[src/rtl/pwm_buffered_pkg.sv]
package pwm_buffered_pkg;
    localparam int ADDR_W = 2;

    typedef enum logic [ADDR_W-1:0] {
        A_CNT = 2'd0,
        A_PER = 2'd1,
        A_CMP = 2'd2,
        A_CTL = 2'd3
    } reg_addr_e;

    typedef enum logic {
        CMP_LT = 1'b0,
        CMP_LE = 1'b1
    } cmp_mode_e;

    localparam int CTL_EN_BIT   = 0;
    localparam int CTL_MODE_BIT = 1;
endpackage

[src/rtl/pwm_regs.sv]
module pwm_regs
    import pwm_buffered_pkg::*;
#(
    parameter int WIDTH = 8
) (
    input  logic              clk,
    input  logic              rst_n,
    input  logic              wr_en,
    input  logic              rd_en,
    input  logic [ADDR_W-1:0] addr,
    input  logic [WIDTH-1:0]  wdata,
    input  logic [WIDTH-1:0]  count_i,
    input  logic              reload_i,
    output logic [WIDTH-1:0]  rdata_o,
    output logic [WIDTH-1:0]  period_o,
    output logic [WIDTH-1:0]  cmp_o,
    output logic              en_o,
    output logic              mode_o,
    output logic              per_load_o
);
    localparam int PAD_W = WIDTH - 2;

    typedef struct packed {
        logic [WIDTH-1:0] period;
        logic [WIDTH-1:0] cmp_act;
        logic [WIDTH-1:0] cmp_buf;
        logic [WIDTH-1:0] rdata;
        logic             en;
        logic             mode;
    } regs_t;

    regs_t s_d, s_q;
    logic  hit_cnt, hit_per, hit_cmp, hit_ctl;

    always_comb begin
        hit_cnt = (addr == A_CNT);
        hit_per = (addr == A_PER);
        hit_cmp = (addr == A_CMP);
        hit_ctl = (addr == A_CTL);
        s_d     = s_q;

        if (wr_en && hit_per) s_d.period = wdata;
        if (wr_en && hit_ctl) begin
            s_d.en   = wdata[CTL_EN_BIT];
            s_d.mode = wdata[CTL_MODE_BIT];
        end

        if (rd_en) begin
            unique case (1'b1)
                hit_cmp: s_d.rdata = s_q.cmp_act;
                hit_ctl: s_d.rdata = {{PAD_W{1'b0}}, s_q.mode, s_q.en};
                default: s_d.rdata = '0;
            endcase
        end

        // disabled capture of the live count
        if (rd_en && hit_cnt && !s_q.en) begin
            s_d.cmp_act = count_i;
            s_d.cmp_buf = count_i;
        end

        // reload moves the held value that existed before this edge
        if (reload_i) s_d.cmp_act = s_q.cmp_buf;

        if (wr_en && hit_cmp) begin
            s_d.cmp_buf = wdata;
            if (!s_q.en) s_d.cmp_act = wdata;
        end

        per_load_o = wr_en && hit_per && !s_q.en;
    end

    always_ff @(posedge clk) begin
        if (!rst_n) s_q <= '0;
        else        s_q <= s_d;
    end

    assign rdata_o  = s_q.rdata;
    assign period_o = s_q.period;
    assign cmp_o    = s_q.cmp_act;
    assign en_o     = s_q.en;
    assign mode_o   = s_q.mode;
endmodule

[src/rtl/pwm_counter.sv]
module pwm_counter #(
    parameter int WIDTH = 8
) (
    input  logic             clk,
    input  logic             rst_n,
    input  logic             en_i,
    input  logic [WIDTH-1:0] period_i,
    input  logic             load_i,
    input  logic [WIDTH-1:0] load_val_i,
    output logic [WIDTH-1:0] count_o,
    output logic             reload_o,
    output logic             aux_o,
    output logic             tc_pulse_o
);
    localparam logic [WIDTH-1:0] ONE = WIDTH'(1);

    typedef struct packed {
        logic [WIDTH-1:0] count;
        logic             aux_prev;
    } cnt_t;

    cnt_t s_d, s_q;
    logic at_zero;

    always_comb begin
        s_d        = s_q;
        at_zero    = (s_q.count == '0);
        aux_o      = en_i && at_zero;
        reload_o   = aux_o;
        tc_pulse_o = aux_o && !s_q.aux_prev;

        if (load_i)    s_d.count = load_val_i;
        else if (en_i) s_d.count = at_zero ? period_i : (s_q.count - ONE);

        s_d.aux_prev = aux_o;
    end

    always_ff @(posedge clk) begin
        if (!rst_n) s_q <= '0;
        else        s_q <= s_d;
    end

    assign count_o = s_q.count;
endmodule

[src/rtl/pwm_compare.sv]
module pwm_compare
    import pwm_buffered_pkg::*;
#(
    parameter int WIDTH = 8
) (
    input  logic             en_i,
    input  logic             mode_i,
    input  logic [WIDTH-1:0] count_i,
    input  logic [WIDTH-1:0] cmp_i,
    output logic             pwm_o
);
    logic below, equal;

    always_comb begin
        below = (count_i < cmp_i);
        equal = (count_i == cmp_i);
        unique case (cmp_mode_e'(mode_i))
            CMP_LE:  pwm_o = en_i && (below || equal);
            default: pwm_o = en_i && below;
        endcase
    end
endmodule

[src/rtl/pwm_buffered.sv]
module pwm_buffered
    import pwm_buffered_pkg::*;
#(
    parameter int WIDTH = 8
) (
    input  logic              clk,
    input  logic              rst_n,
    input  logic              wr_en,
    input  logic              rd_en,
    input  logic [ADDR_W-1:0] addr,
    input  logic [WIDTH-1:0]  wdata,
    output logic [WIDTH-1:0]  rdata,
    output logic              pwm_out,
    output logic              aux_out,
    output logic              tc_pulse
);
    logic [WIDTH-1:0] count_w, period_w, cmp_w;
    logic             en_w, mode_w, per_load_w, reload_w;

    pwm_regs #(.WIDTH(WIDTH)) u_regs (
        .clk        (clk),
        .rst_n      (rst_n),
        .wr_en      (wr_en),
        .rd_en      (rd_en),
        .addr       (addr),
        .wdata      (wdata),
        .count_i    (count_w),
        .reload_i   (reload_w),
        .rdata_o    (rdata),
        .period_o   (period_w),
        .cmp_o      (cmp_w),
        .en_o       (en_w),
        .mode_o     (mode_w),
        .per_load_o (per_load_w)
    );

    pwm_counter #(.WIDTH(WIDTH)) u_cnt (
        .clk        (clk),
        .rst_n      (rst_n),
        .en_i       (en_w),
        .period_i   (period_w),
        .load_i     (per_load_w),
        .load_val_i (wdata),
        .count_o    (count_w),
        .reload_o   (reload_w),
        .aux_o      (aux_out),
        .tc_pulse_o (tc_pulse)
    );

    pwm_compare #(.WIDTH(WIDTH)) u_cmp (
        .en_i    (en_w),
        .mode_i  (mode_w),
        .count_i (count_w),
        .cmp_i   (cmp_w),
        .pwm_o   (pwm_out)
    );
endmodule

[config.mk]
export PLATFORM = sky130hd
export DESIGN_NAME = pwm_buffered
export DESIGN_NICKNAME = d
export VERILOG_FILES = /design/src/rtl/pwm_buffered_pkg.sv /design/src/rtl/pwm_regs.sv /design/src/rtl/pwm_counter.sv /design/src/rtl/pwm_compare.sv /design/src/rtl/pwm_buffered.sv
export SDC_FILE = /design/constraint.sdc
export NUM_CORES = 1
export LEC_CHECK = 0
export BUFFER_PORTS_ARGS = -buffer_cell sky130_fd_sc_hd__buf_2
export CAP_MARGIN = 40
export CELL_PAD_IN_SITES_DETAIL_PLACEMENT = 1
export CELL_PAD_IN_SITES_GLOBAL_PLACEMENT = 2
export CORE_UTILIZATION = 31
export DETAILED_ROUTE_END_ITERATION = 6
export PLACE_DENSITY = 0.82
export SLEW_MARGIN = 15
export SYNTH_ARGS = -nofsm -noshare
export SYNTH_HDL_FRONTEND = slang
export SYNTH_SLANG_ARGS = --single-unit
[constraint.sdc]
create_clock -name clk -period 2.5 [get_ports clk]
set_clock_uncertainty 0.2 [all_clocks]
set_input_delay 0.75 -clock clk [delete_from_list [all_inputs] [get_ports clk]]
set_output_delay 0.75 -clock clk [all_outputs]
set_load 0.01 [all_outputs]
# Word level (Yosys, flattened, before mapping)
# Index checks and enable logic that the tools add are counted.
[totals]
regBits = 43
in_bits = 14
wordCells = 40
[op_classes]
addsub = 1
n_lt_le_gt_ge = 1
eq_ne = 4
mux = 9
n_reduce_logical = 17
[op_table]
columns = ["op", "n"]
rows = [
  ["two-way mux 8 bit", 5],
  ["two-way mux 16 bit", 2],
  ["case mux 8 bit (2 select lines)", 1],
  ["logical AND 1 bit", 10],
  ["equality test 8 bit", 1],
  ["zero test 8 bit", 1],
  ["< comparator 8 bit", 1],
  ["subtractor 8 x 1 -> 8 bit (second input constant)", 1],
  ["equality test 2 bit (second input constant)", 2],
  ["nonzero test 2 bit", 2],
  ["equality test 2 x 1 -> 1 bit (second input constant)", 1],
  ["zero test 1 bit", 2],
  ["zero test 2 bit", 1],
  ["logical OR 1 bit", 1],
  ["two-way mux 1 bit", 1],
]

# Logic depth before layout (Yosys ltp)
[depth]
depth_word = 7
mapped_depth = 9

# Hierarchy
# A second synthesis with hierarchy kept.
[hier_totals]
cells_unflattened = 308
area_unflattened_um2 = 2692.6
[by_module_without_submodules]
columns = ["module", "instances", "cells_each", "area_each_um2", "seq_area_each_um2"]
rows = [
  ["pwm_regs", 1, 193, 1796.7, 680.7],
  ["pwm_counter", 1, 86, 684.4, 180.2],
  ["pwm_compare", 1, 29, 211.5, 0.0],
]

# Worst setup path after synthesis
# Ideal clock, no wire load.
[synth_timing]
path_kind = "reg-to-output"
from = "reg u_cnt.s_q, in the netlist u_cnt.count_o[2]"
to = "out tc_pulse"
arrival_ns = 1.643
t_required_ns = 1.550
slack_ns = -0.093
path_stages_with_launch = 6
path_buffers = 1
path_cell_list = "dfxtp_1 -> buf_6 -> or4_4 -> nor3_4 -> nand2_1 -> nor2_1"
[synth_between]
elab_chain_len = 3
[synth_rtl]
columns = ["item", "line", "rtl"]
rows = [
  ["start, declared", "pwm_counter.sv:22", "cnt_t s_d, s_q;"],
  ["start signal, assigned", "pwm_counter.sv:39", "if (!rst_n) s_q <= '0;"],
  ["start signal, assigned", "pwm_counter.sv:40", "else s_q <= s_d;"],
  ["zero test 8 bit", "pwm_counter.sv:27", "at_zero = (s_q.count == '0);"],
  ["logical AND 1 bit", "pwm_counter.sv:28", "aux_o = en_i && at_zero;"],
  ["logical AND 1 bit", "pwm_counter.sv:30", "tc_pulse_o = aux_o && !s_q.aux_prev;"],
  ["end, declared", "pwm_buffered.sv:15", "output logic tc_pulse"],
]
# No other way between the ends.

# Worst setup path in the final report
[layout_timing]
from = "reg u_regs.s_q, in the netlist u_regs.cmp_o[1]"
to = "out pwm_out"
[layout_between]
elab_chain_len = 4
word_cells_on_any_way = 6
cone_classes = "order compare: 1; eq/ne: 1; mux: 1; reduce/logical: 3"
[layout_rtl]
columns = ["item", "line", "rtl"]
rows = [
  ["start, declared", "pwm_regs.sv:32", "regs_t s_d, s_q;"],
  ["start signal, assigned", "pwm_regs.sv:74", "if (!rst_n) s_q <= '0;"],
  ["start signal, assigned", "pwm_regs.sv:75", "else s_q <= s_d;"],
  ["< comparator 8 bit or equality test 8 bit (tied branches)", "pwm_compare.sv:15, pwm_compare.sv:16", ""],
  ["logical OR 1 bit", "pwm_compare.sv:18", "CMP_LE: pwm_o = en_i && (below || equal);"],
  ["logical AND 1 bit", "pwm_compare.sv:18", ""],
  ["two-way mux 1 bit (*)", "pwm_compare.sv:17", "unique case (cmp_mode_e'(mode_i))"],
  ["end, declared", "pwm_buffered.sv:13", "output logic pwm_out,"],
]
# Mark *: on every way between the ends. The rest lies on a longest branch, timed or not.

==> impl_metrics.env <==
export IMPL_vias=2142
export IMPL_starting_utilization_of_the_core_area_pct=32.8
export IMPL_setup_violations_final=3
export IMPL_cts_tree="yes"
export IMPL_power_static_leakage_nw=1.10
export IMPL_swShare_pct=28.1
export IMPL_seq_area_frac_synth_pct=38.0
export IMPL_place_ws_ns=-0.108
export IMPL_power_combinational_fraction_pct=21.3
export IMPL_cts_hold_buf=0
export IMPL_worst_slew_pin_transition_ns=0.704
export IMPL_dp_hpwl_um=4830
export IMPL_netlist_instances=273
export IMPL_globalRouteOverflowTotal=0
export IMPL_postSynthNetCount=297
export IMPL_holdPathEnd="u_regs.period_o[4]"
export IMPL_synth_xor_xnor_area_share_pct=1.16
export IMPL_post_synth_instance_area_um2=2260
export IMPL_area_growth_pct=21.8
export IMPL_max_cap_violations=0
export IMPL_die_area_um2=7650
export IMPL_design_area_um2=2760
export IMPL_num_antenna_cells=0
export IMPL_power_per_cell_area_nw_per_um2=605
export IMPL_synth_yosys_warnings=0
export IMPL_routed_via_density=5.32
export IMPL_holdPathStages=2
export IMPL_overall_die_height_um=87.5
export IMPL_final_util_pct=39.9
export IMPL_rsz0062_at_grt="yes"
export IMPL_synth_cell_type_count=45
export IMPL_timing_critical_path_from_type="flop"
export IMPL_share_of_cells_above_drive_strength_1_pct=26.4
export IMPL_synth_ff_latch_count=43
export IMPL_routabilityCongestion=0.843
export IMPL_multi_input_area_um2=1260
export IMPL_max_freq_mhz=363
export IMPL_worstHoldStart="u_regs.period_o[4]"
export IMPL_synth_compound_gate_area_share_pct=22.9
export IMPL_timing_hold_ws_ns=0.257
export IMPL_synthesis_area_per_instance_um2=8.30
export IMPL_synth_simple_area_share_pct=18.5
export IMPL_clockRootBuffer="sky130_fd_sc_hd__clkbuf_8"
export IMPL_cp_max_fo=2
export IMPL_worst_path_largest_cell_delay_ns=0.35
export IMPL_clkSlewWorstSetupHoldPaths_ns=0.08
export IMPL_nets=330
export IMPL_worstRegToRegCells=5
export IMPL_final_critical_path_setup_slack_ns=-0.252
export IMPL_timing_max_transition_violations_final=0
export IMPL_holdCritPathClass="flop to flop"
export IMPL_post_layout_nonfiller_instances=403
export IMPL_vdd_ir_drop_max_uv=231
export IMPL_total_power_mw=1.67
export IMPL_critical_path_required_ns=1.55
export IMPL_clock_sink_count=43
export IMPL_detail_route_first_pass_iterations=4
export IMPL_detail_route_wl_per_cell_um=17.0
export IMPL_violations="setup timing"
export IMPL_seqCellArea_um2=873
export IMPL_clock_path_buffers=2
export IMPL_grt_total_usage_pct=19.3
export IMPL_maxSlewHeadroom_pct=52.9
export IMPL_setup_tns_final_ns=-0.606
export IMPL_fp_coreArea_um2=6910
export IMPL_clock_power_share_pct=34.5
export IMPL_worstPathArrival_ns=1.80
export IMPL_grt_first_pass_wirelength_um=11100
export IMPL_grt_antenna_before_repair=0
export IMPL_htreeDepth=2
export IMPL_placed_cell_area_um2=2540
export IMPL_setup_reg_to_reg_worst_slack_ns=0.10
export IMPL_layout_cells_most_common="sky130_fd_sc_hd__a21oi_1"
export IMPL_drc=0
export IMPL_ioPinCount=25
export IMPL_final_period_utilization_pct=110
export IMPL_pin_count_of_the_biggest_net_entering_global_routing=33
export IMPL_number_of_cts_inserted_buffers=5
export IMPL_grt_pass1_vias=2184
export IMPL_final_period_minus_worst_setup_slack_ns=2.75
export IMPL_switching_component_of_the_power_uw=468
export IMPL_crit_reg2reg_launch="u_cnt.count_o[5]"
export IMPL_worst_setup_path_end_kind="output port"
export IMPL_synth_top_family_by_area="compound AO/OA/AOI/OAI gates"
export IMPL_post_synthesis_share_of_cell_area_spent_on_full_adders_half_adders_and_majority_gates_pct=5.52
export IMPL_timing_setup_critical_path_class="flop to output port"
export IMPL_fp_dieW_um=87.5
export IMPL_placement_io_buffers=24
export IMPL_clkLatencyLatePin_ns=0.30
export IMPL_run_status="finished with violations"
export IMPL_synth_mux_area_share_pct=5.36
export IMPL_regToRegEndpoint="u_regs.cmp_o[2]"
export IMPL_std_cell_rows=30
export IMPL_critical_path_slowest_cell="sky130_fd_sc_hd__a311o_1"
export IMPL_path_cells="inv_1 > ha_1 > nor2b_2 > o21a_1 > o21ai_0 > a311o_1 > buf_2"
export IMPL_drt_first_iter_violations=69
export IMPL_finalHoldViolCount=0
export IMPL_wirelength_um=6840
export IMPL_portion_of_total_power_attributed_to_sequential_cells_pct=44.2
export IMPL_layout_common_cells="sky130_fd_sc_hd__a21oi_1 (45), sky130_fd_sc_hd__dfxtp_1 (35), sky130_fd_sc_hd__nand2_1 (31)"
export IMPL_postRouteAntennaNets=0
export IMPL_p_int_mw=1.20
export IMPL_placedCellCount=389
export IMPL_layout_filler_cells=866
[cell type report]
cell class	instances	area share, %
Tap cell	96	4.35
Timing Repair Buffer	50	11.8
Clock inverter	2	1.27
Clock buffer	6	2.99
Sequential cell	43	31.7
Inverter	17	2.31
Multi-Input combinational cell	189	45.6
[worst max-delay path by stage]
stage                to  cells past startpoint  slack [ns]             start
2_1_floorplan  tc_pulse                      5        0.01  u_cnt.count_o[2]
4_1_cts         pwm_out                      7       -0.28   u_regs.cmp_o[5]
3_3_place_gp    pwm_out                      7       -0.04   u_regs.cmp_o[5]
5_1_grt         pwm_out                      7       -0.34   u_regs.cmp_o[5]
6_report        pwm_out                      7       -0.25   u_regs.cmp_o[1]
3_5_place_dp    pwm_out                      7       -0.11   u_regs.cmp_o[5]
[Yosys cell counts (all sizes together)]
cell type	instances	share of area, %
xor2	2	0.77
nor2	15	2.5
nor2b	2	0.55
a31oi	1	0.28
ha	10	5.5
nor3b	1	0.33
a211oi	2	0.66
mux2	1	0.50
or3	2	0.55
nand4	4	1.1
o22ai	2	0.55
nor4b	1	0.66
nor4	1	0.28
and3b	1	0.39
and2	3	0.83
nand2b	7	1.9
a221oi	7	2.7
o21ai	2	0.44
o21a	2	0.66
o31ai	1	0.33
inv	17	2.8
a211o	1	0.39
o221ai	8	3.1
xnor2	1	0.39
dfxtp	43	38
mux2i	11	4.9
or4	3	1.2
clkbuf	12	2.0
a21oi	46	10
a22oi	8	2.7
nand2	32	5.3
o311ai	1	0.39
nand3	7	1.5
nor3	2	0.94
buf	12	3.7
nand3b	1	0.33
a311o	1	0.44
[critical path, delay by kind of cell, from the launching register on]
family	cells	cell delay (ns)
adders and majority gates	1	0.29
DFF	1	0.34
AOI/OAI and AO/OA	3	0.52
buffers and inverters	2	0.20
and+or+nand+nor	1	0.15
[logic make-up (layout without fill, tap and decap cells)]
kind of cell               count (synthesis)  after routing
adders and majority gates                 10             10
muxes                                     12             12
and+or+nand+nor                           82             82
xor gates and xnor gates                   3              3
DFF                                       43             43
buffers and inverters                     41             75
AOI/OAI and AO/OA                         82             82
[repair_timing]
item,4_1_cts,5_1_grt
resized for setup,14,4
setup buffers,5,1
pin swaps,4,2
endpoints found under the setup margin,3,3
[power groups by stage]
| stage | combinational [mW] | sequential [mW] | clock, mW |
|---|---|---|---|
| floorplan | 0.215 | 0.749 | 0 |
| global placement | 0.319 | 0.749 | 0 |
| detailed placement | 0.325 | 0.751 | 0 |
| CTS | 0.347 | 0.737 | 0.594 |
| global route | 0.393 | 0.742 | 0.615 |
| finish | 0.355 | 0.738 | 0.575 |
[layer usage]
layer	track usage (%)	routed length, µm	part of all wire (%)
met1	25.5	3310	48
met2	32.3	3210	47
met3	3.03	233	3.4
met4	5.51	89	1.3
met5	0	0	0
[state kept, by name (all words and copies together) (netlist names)]
register	cells
u_regs.period_o	8
u_regs.rdata_o	8
u_regs.s_q	8
u_cnt.count_o	8
u_regs.mode_o	1
u_regs.cmp_o	8
u_cnt.s_q	1
u_regs.en_o	1
(Power assumes the default switching activity.)
